==> config.mk <==
export PLATFORM = sky130hd
export DESIGN_NAME = rxdma_top
export DESIGN_NICKNAME = d
export VERILOG_FILES = /design/src/rtl/rxdma_pkg.sv /design/src/rtl/rxdma_pack.sv /design/src/rtl/rxdma_ring.sv /design/src/rtl/rxdma_top.sv
export SDC_FILE = /design/constraint.sdc
export NUM_CORES = 1
export LEC_CHECK = 0
export ABC_AREA = 1
export BUFFER_PORTS_ARGS = -buffer_cell sky130_fd_sc_hd__buf_2
export CAP_MARGIN = 20
export CORE_MARGIN = 3
export CORE_UTILIZATION = 44
export DETAILED_ROUTE_END_ITERATION = 10
export HOLD_SLACK_MARGIN = 0.05
export PLACE_DENSITY = 0.75
export SYNTH_ARGS = -nofsm -noshare
export SYNTH_HDL_FRONTEND = slang
export SYNTH_SLANG_ARGS = --single-unit
==> constraint.sdc <==
create_clock -name clk -period 3.1 [get_ports clk]
set_clock_uncertainty 0.05 [all_clocks]
set_input_delay 0.155 -clock clk [delete_from_list [all_inputs] [get_ports clk]]
set_output_delay 0.155 -clock clk [all_outputs]
set_load 0.01 [all_outputs]
==> src/rtl/rxdma_pkg.sv <==
package rxdma_pkg;
  localparam int LEN_W       = 11;
  localparam int EN_BIT      = 11;
  localparam int WRAP_BIT    = 12;
  localparam int TOOLONG_BIT = 13;
  localparam int ALIGN_BIT   = 14;
  localparam int OVR_BIT     = 15;
  localparam int CRC_BIT     = 16;
  localparam logic [31:0] DESC_STRIDE = 32'd8;

  typedef enum logic [2:0] {
    ST_OFF, ST_DROP, ST_RD_STAT, ST_RD_ADDR, ST_RECV, ST_WR_DATA, ST_WR_STAT
  } rx_state_e;

  // matches in_err ordering: [2] overrun, [1] alignment, [0] crc
  typedef struct packed {
    logic ovr;
    logic align;
    logic crc;
  } rx_err_t;

  function automatic logic [31:0] wb_word(input logic [LEN_W-1:0] len,
                                          input logic wrap,
                                          input logic too_long,
                                          input rx_err_t e);
    logic [31:0] w;
    w = '0;
    w[LEN_W-1:0]  = len;
    w[WRAP_BIT]    = wrap;
    w[TOOLONG_BIT] = too_long;
    w[ALIGN_BIT]   = e.align;
    w[OVR_BIT]     = e.ovr;
    w[CRC_BIT]     = e.crc;
    return w;
  endfunction

  function automatic logic [31:0] next_desc(input logic [31:0] cur,
                                            input logic [31:0] base,
                                            input logic wrap);
    return wrap ? base : cur + DESC_STRIDE;
  endfunction
endpackage

==> src/rtl/rxdma_pack.sv <==
module rxdma_pack #(
  parameter int BUF_BYTES = 1540,
  parameter int CNT_W     = $clog2(BUF_BYTES + 1)
) (
  input  logic             clk,
  input  logic             rst_n,
  input  logic             clear,
  input  logic             push,
  input  logic [7:0]       din,
  input  logic             drain,
  output logic             store,
  output logic [31:0]      word,
  output logic [2:0]       lanes,
  output logic [CNT_W-1:0] cnt,
  output logic             trunc
);
  localparam logic [CNT_W-1:0] CAP = CNT_W'(BUF_BYTES);

  logic [7:0] lane_q [4];

  assign store = push && (cnt < CAP);

  for (genvar g = 0; g < 4; g++) begin : g_lane
    always_ff @(posedge clk or negedge rst_n) begin
      if (!rst_n)                       lane_q[g] <= '0;
      else if (clear || drain)          lane_q[g] <= '0;
      else if (store && lanes == 3'(g)) lane_q[g] <= din;
    end
  end

  assign word = {lane_q[3], lane_q[2], lane_q[1], lane_q[0]};

  always_ff @(posedge clk or negedge rst_n) begin
    if (!rst_n) begin
      lanes <= '0;
      cnt   <= '0;
      trunc <= 1'b0;
    end else if (clear) begin
      lanes <= '0;
      cnt   <= '0;
      trunc <= 1'b0;
    end else begin
      if (drain)          lanes <= '0;
      else if (store)     lanes <= lanes + 3'd1;
      if (store)          cnt   <= cnt + 1'b1;
      if (push && !store) trunc <= 1'b1;
    end
  end
endmodule

==> src/rtl/rxdma_ring.sv <==
module rxdma_ring (
  input  logic        clk,
  input  logic        rst_n,
  input  logic        load,
  input  logic [31:0] base,
  input  logic        step,
  input  logic        wrap,
  output logic [31:0] cur
);
  import rxdma_pkg::*;

  always_ff @(posedge clk or negedge rst_n) begin
    if (!rst_n)    cur <= '0;
    else if (load) cur <= base;
    else if (step) cur <= next_desc(cur, base, wrap);
  end
endmodule

==> src/rtl/rxdma_top.sv <==
module rxdma_top #(
  parameter int BUF_BYTES = 1540
) (
  input  logic        clk,
  input  logic        rst_n,
  input  logic [31:0] ring_base,
  input  logic        base_wr,
  input  logic        rx_go,
  output logic        rx_on,
  input  logic        in_valid,
  input  logic [7:0]  in_data,
  input  logic        in_last,
  input  logic [2:0]  in_err,
  output logic        in_ready,
  output logic        mem_req,
  output logic        mem_we,
  output logic [31:0] mem_addr,
  output logic [31:0] mem_wdata,
  input  logic [31:0] mem_rdata,
  input  logic        mem_ack
);
  import rxdma_pkg::*;

  localparam int CNT_W = $clog2(BUF_BYTES + 1);
  localparam int LW    = LEN_W;

  rx_state_e        state, state_n;
  logic [31:0]      cur, buf_q, ofs_q;
  logic             wrap_q, eof_q;
  rx_err_t          err_q;
  logic             take, store, trunc;
  logic [31:0]      word;
  logic [2:0]       lanes, lanes_after;
  logic [CNT_W-1:0] byte_cnt;

  // named events used by the bound checker
  logic fetch_stop, fetch_ok, addr_done, word_done, wb_done;

  assign take       = in_valid && in_ready;
  assign fetch_stop = (state == ST_RD_STAT) && mem_ack && !mem_rdata[EN_BIT];
  assign fetch_ok   = (state == ST_RD_STAT) && mem_ack &&  mem_rdata[EN_BIT];
  assign addr_done  = (state == ST_RD_ADDR) && mem_ack;
  assign word_done  = (state == ST_WR_DATA) && mem_ack;
  assign wb_done    = (state == ST_WR_STAT) && mem_ack;

  rxdma_pack #(.BUF_BYTES(BUF_BYTES), .CNT_W(CNT_W)) u_pack (
    .clk(clk), .rst_n(rst_n), .clear(addr_done),
    .push(take && state == ST_RECV), .din(in_data), .drain(word_done),
    .store(store), .word(word), .lanes(lanes), .cnt(byte_cnt), .trunc(trunc)
  );

  rxdma_ring u_ring (
    .clk(clk), .rst_n(rst_n), .load(base_wr), .base(ring_base),
    .step(wb_done), .wrap(wrap_q), .cur(cur)
  );

  assign lanes_after = lanes + {2'b00, store};

  always_comb begin
    state_n = state;
    unique case (state)
      ST_OFF:     if (take && !in_last) state_n = ST_DROP;
                  else if (rx_on)       state_n = ST_RD_STAT;
      ST_DROP:    if (take && in_last)  state_n = ST_OFF;
      ST_RD_STAT: if (fetch_stop)       state_n = ST_OFF;
                  else if (fetch_ok)    state_n = ST_RD_ADDR;
      ST_RD_ADDR: if (addr_done)        state_n = ST_RECV;
      ST_RECV:    if (take) begin
                    if (in_last)
                      state_n = (lanes_after != 3'd0) ? ST_WR_DATA : ST_WR_STAT;
                    else if (lanes_after == 3'd4)
                      state_n = ST_WR_DATA;
                  end
      ST_WR_DATA: if (word_done)        state_n = eof_q ? ST_WR_STAT : ST_RECV;
      ST_WR_STAT: if (wb_done)          state_n = ST_OFF;
      default:                          state_n = ST_OFF;
    endcase
  end

  always_ff @(posedge clk or negedge rst_n) begin
    if (!rst_n) begin
      state  <= ST_OFF;
      rx_on  <= 1'b0;
      buf_q  <= '0;
      ofs_q  <= '0;
      wrap_q <= 1'b0;
      eof_q  <= 1'b0;
      err_q  <= '0;
    end else begin
      state <= state_n;
      if (rx_go)           rx_on <= 1'b1;
      else if (fetch_stop) rx_on <= 1'b0;
      if (fetch_ok) wrap_q <= mem_rdata[WRAP_BIT];
      if (addr_done) begin
        buf_q <= mem_rdata & ~32'd3;
        ofs_q <= '0;
        eof_q <= 1'b0;
        err_q <= '0;
      end
      if (state == ST_RECV && take && in_last) begin
        eof_q <= 1'b1;
        err_q <= rx_err_t'(in_err);
      end
      if (word_done) ofs_q <= ofs_q + 32'd4;
    end
  end

  always_comb begin
    in_ready  = (state == ST_OFF) || (state == ST_DROP) || (state == ST_RECV);
    mem_req   = (state == ST_RD_STAT) || (state == ST_RD_ADDR) ||
                (state == ST_WR_DATA) || (state == ST_WR_STAT);
    mem_we    = (state == ST_WR_DATA) || (state == ST_WR_STAT);
    mem_addr  = '0;
    mem_wdata = '0;
    unique case (state)
      ST_RD_STAT: mem_addr = cur;
      ST_RD_ADDR: mem_addr = cur + 32'd4;
      ST_WR_DATA: begin
        mem_addr  = buf_q + ofs_q;
        mem_wdata = word;
      end
      ST_WR_STAT: begin
        mem_addr  = cur;
        mem_wdata = wb_word(LW'(byte_cnt), wrap_q, trunc, err_q);
      end
      default: ;
    endcase
  end
endmodule

==> summary.txt <==
Cell Rows -> 58
Slew Limit Fails -> 0
Yosys cell types -> 50
Met2 wire length -> 17500 µm
Gr usage total -> 26.9%
Slowest-stage cell, CP -> dfrtp_1
FF+latch count, synth -> 148
Cell area after synthesis -> 11300 µm²
Crit path required time -> 2.89 ns
Die Wd -> 166 µm
Most area-consuming cells after synthesis -> dfrtp_1 (33%), nand2_1 (19%), inv_1 (8.3%)
Critical Path Source Type -> flip-flop
Main synth FF type -> dfrtp_1
PwrDens -> 740 nW/µm²
Asr flop ratio synth -> 100%
Total CTS buffers -> 17
TritonCTS clock tree -> done
GRT overflow -> 0
Worst VDD drop -> 0.330 mV
Global-route wire length before repair -> 60700 µm
Syn Area/Cell -> 6.44 µm²
Minimum clock period after layout -> 2.90 ns
Routed WL -> 37600 µm
Antenna viol nets, final -> 0
DP HPWL -> 28300 µm
Fin nets -> 2091
Worst Max-Slew Pin Slew -> 0.706 ns
Fmax -> 345 MHz
Worst-path clk slew -> 0.07 ns
Share of cells above drive strength 1 -> 12.3%
Run status -> completed
CP Capture Type -> output pin
Largest stage delay, worst path -> 0.42 ns
Total net switching power -> 0.00473 W
Final TNS setup -> 0 ns
Largest net degree at the start of global routing -> 70
Yosys Warn Count -> 0
Register area share after synthesis -> 32.8%
Vias in the first global route -> 11600
Static leakage -> 7.03 nW
Proportion of power drawn by the clock network -> 21.5%
# H-tree levels -> 4
DR top layer -> met5
Area of the core -> 25200 µm²
Crit-path cells -> ha_1, inv_1, fa_1, inv_1, nand3_1, nand3_2, nand2_1, nand2_1, a21oi_1, o21ai_0, o221ai_1, buf_2
Vias/cell -> 5.38
I/O pins -> 150
Switch share -> 46.8%
Die height -> 166 µm
Hold Path Class -> input pin to flip-flop
Max cap viols -> 0
Count leader, synth -> nand2_1
Synth area leader -> dfrtp_1
Layout area overhead -> 21.0%
DRT Pass-1 Iters -> 5
M1 WL -> 16200 µm
Unrepaired setup endpoints after global routing -> false
Post-synth EDFFs -> 0
Logic gate share of total power -> 45.5%
# fillers -> 2442
Vias -> 12400
Syn nets -> 1878
Crit share post-route -> 93.4%
Clock insertion delay at the later pin of the skew report -> 0.44 ns
Gate Count Post-Synth -> 1755
Port bufs -> 147
Final WS setup -> 0.205 ns
Starting Density -> 44.9%
Clk buf depth -> 2
Met3 wire len -> 2920 µm
Final Hold Viols -> 0
Total die area -> 27600 µm²
Starting DRC count in detailed routing -> 1070
Detailed-route wire length per cell -> 16.2 µm
Worst Path Arrival -> 2.69 ns
DR DRC count -> 0
Placement Setup Slack -> 0.561 ns
CTS Sinks -> 148
Rel. slew slack -> 52.9%
Crit path max fanout -> 5
Sequential fraction of design power -> 33.0%
Internal Power -> 0.00538 W
Critical path type -> flip-flop to output pin
Commonest cells post-synth -> nand2_1 (582), inv_1 (251), nor2_1 (149)
GPL Wtd Cong -> 0.958
Clk root buf -> clkbuf_16
Initial antenna violation count -> 2
Post-synth top area share -> 32.8%
Final Setup Violations -> 0
==> area by class of cell <==
class,instances,area (µm²),area share (%)
multi-input combinational,1297,6320,46.2
sequential,148,3700,27.1
timing repair buffer,238,1640,12.0
inverter,266,1010,7.36
clock buffer,18,439,3.21
tap,330,413,3.02
clock inverter,14,155,1.13
antenna,1,2.50,0.0183
==> metal layers <==
layer,track usage (%),vias to the layer above
met2,44.3,499
met1,36.8,5806
li1,-,6063
met5,0,-
met3,4.69,63
met4,7.53,2
==> timing repair <==
action	4_1_cts	5_1_grt
setup buffers	0	0
setup endpoints to repair	0	5
endpoints found under the hold margin	148	0
resized for setup	0	2
hold buffers	79	0
==> cells in the final DEF (no fill, tap or decap), types with 6 or more instances in the layout <==
cell type	n
a21oi_1	59
buf_2	146
buf_4	11
clkbuf_16	17
dfrtp_1	148
dlygate4sd3_1	79
ha_1	40
inv_1	251
inv_2	10
nand2_1	582
nand2_2	7
nand3_1	138
nand3b_1	7
nand4_1	19
nor2_1	149
nor2_2	9
nor2_4	6
nor3_1	30
o211ai_1	13
o21ai_0	103
o21ai_1	36
o21bai_1	7
o221ai_1	6
o22ai_1	25
xnor2_1	7
xor2_1	10
==> kinds of logic (layout without fill, tap and decap cells) <==
group                    count (synthesis)  in the layout  share of synthesized area [%]
AND/OR/NAND/NOR                        971            971                           36.5
flip-flops                             148            148                           32.8
adder cells (fa/ha/maj)                 41             41                           4.61
XOR/XNOR                                17             17                           1.32
AO/OA/AOI/OAI                          268            268                           13.4
other                                    0              1                              0
buffers and inverters                  310            536                           11.3
==> state kept, by name, indices dropped and copies added, names as in the netlist <==
name,flops
state,3
u_pack.cnt,11
u_pack.lanes,3
rx_on,1
wrap_q,1
ofs_q,30
u_pack.word,32
u_pack.trunc,1
buf_q,30
err_q,3
u_ring.cur,32
eof_q,1
==> per-stage QoR <==
stage / instances / hold WS (ns) / cell area, µm² / power, W / utilization [%]
finish: 2312 / 0.0546 / 13700 / 0.0101 / 54.3
global placement: 2200 / 0.161 / 12300 / 0.00769 / 48.8
CTS: 2311 / 0.0548 / 13700 / 0.0101 / 54.3
floorplan: 1755 / -0.191 / 11300 / 0.00627 / -
global route: 2312 / 0.0774 / 13700 / 0.0109 / 54.3
detailed placement: 2200 / 0.170 / 12300 / 0.00780 / 48.8
==> power by group through the flow <==
stage          logic (W)  clock network (W)  registers [W]
2_1_floorplan    0.00320                  0        0.00307
3_3_place_gp     0.00435                  0        0.00333
3_5_place_dp     0.00446                  0        0.00335
4_1_cts          0.00457            0.00219        0.00332
5_1_grt          0.00518            0.00227        0.00342
6_report         0.00460            0.00217        0.00334
==> final timing paths <==
path | slack [ns] | cells past startpoint | end | start
max reg2reg | 0.59 | 15 | state[2]$_DFFE_PN0P_ | state[1]$_DFFE_PN0P_
max in group asynchronous | 1.96 | 3 | ofs_q[16]$_DFFE_PN0P_ | rst_n
min reg2reg | 0.45 | 2 | buf_q[30]$_DFFE_PN0P_ | buf_q[30]$_DFFE_PN0P_
min | 0.05 | 5 | u_pack.word[27]$_DFFE_PN0P_ | in_data[3]
min in group asynchronous | 0.21 | 2 | buf_q[22]$_DFFE_PN0P_ | rst_n
max | 0.20 | 12 | mem_addr[8] | ofs_q[2]$_DFFE_PN0P_
==> critical path: cells and delay by family (launching register included) <==
family                   cells  cell delay, ns
AO/OA/AOI/OAI                3            0.49
adder cells (fa/ha/maj)      2            0.58
buffers and inverters        3            0.37
flip-flops                   1            0.42
AND/OR/NAND/NOR              4            0.39
Power figures use the tool's default switching activity.
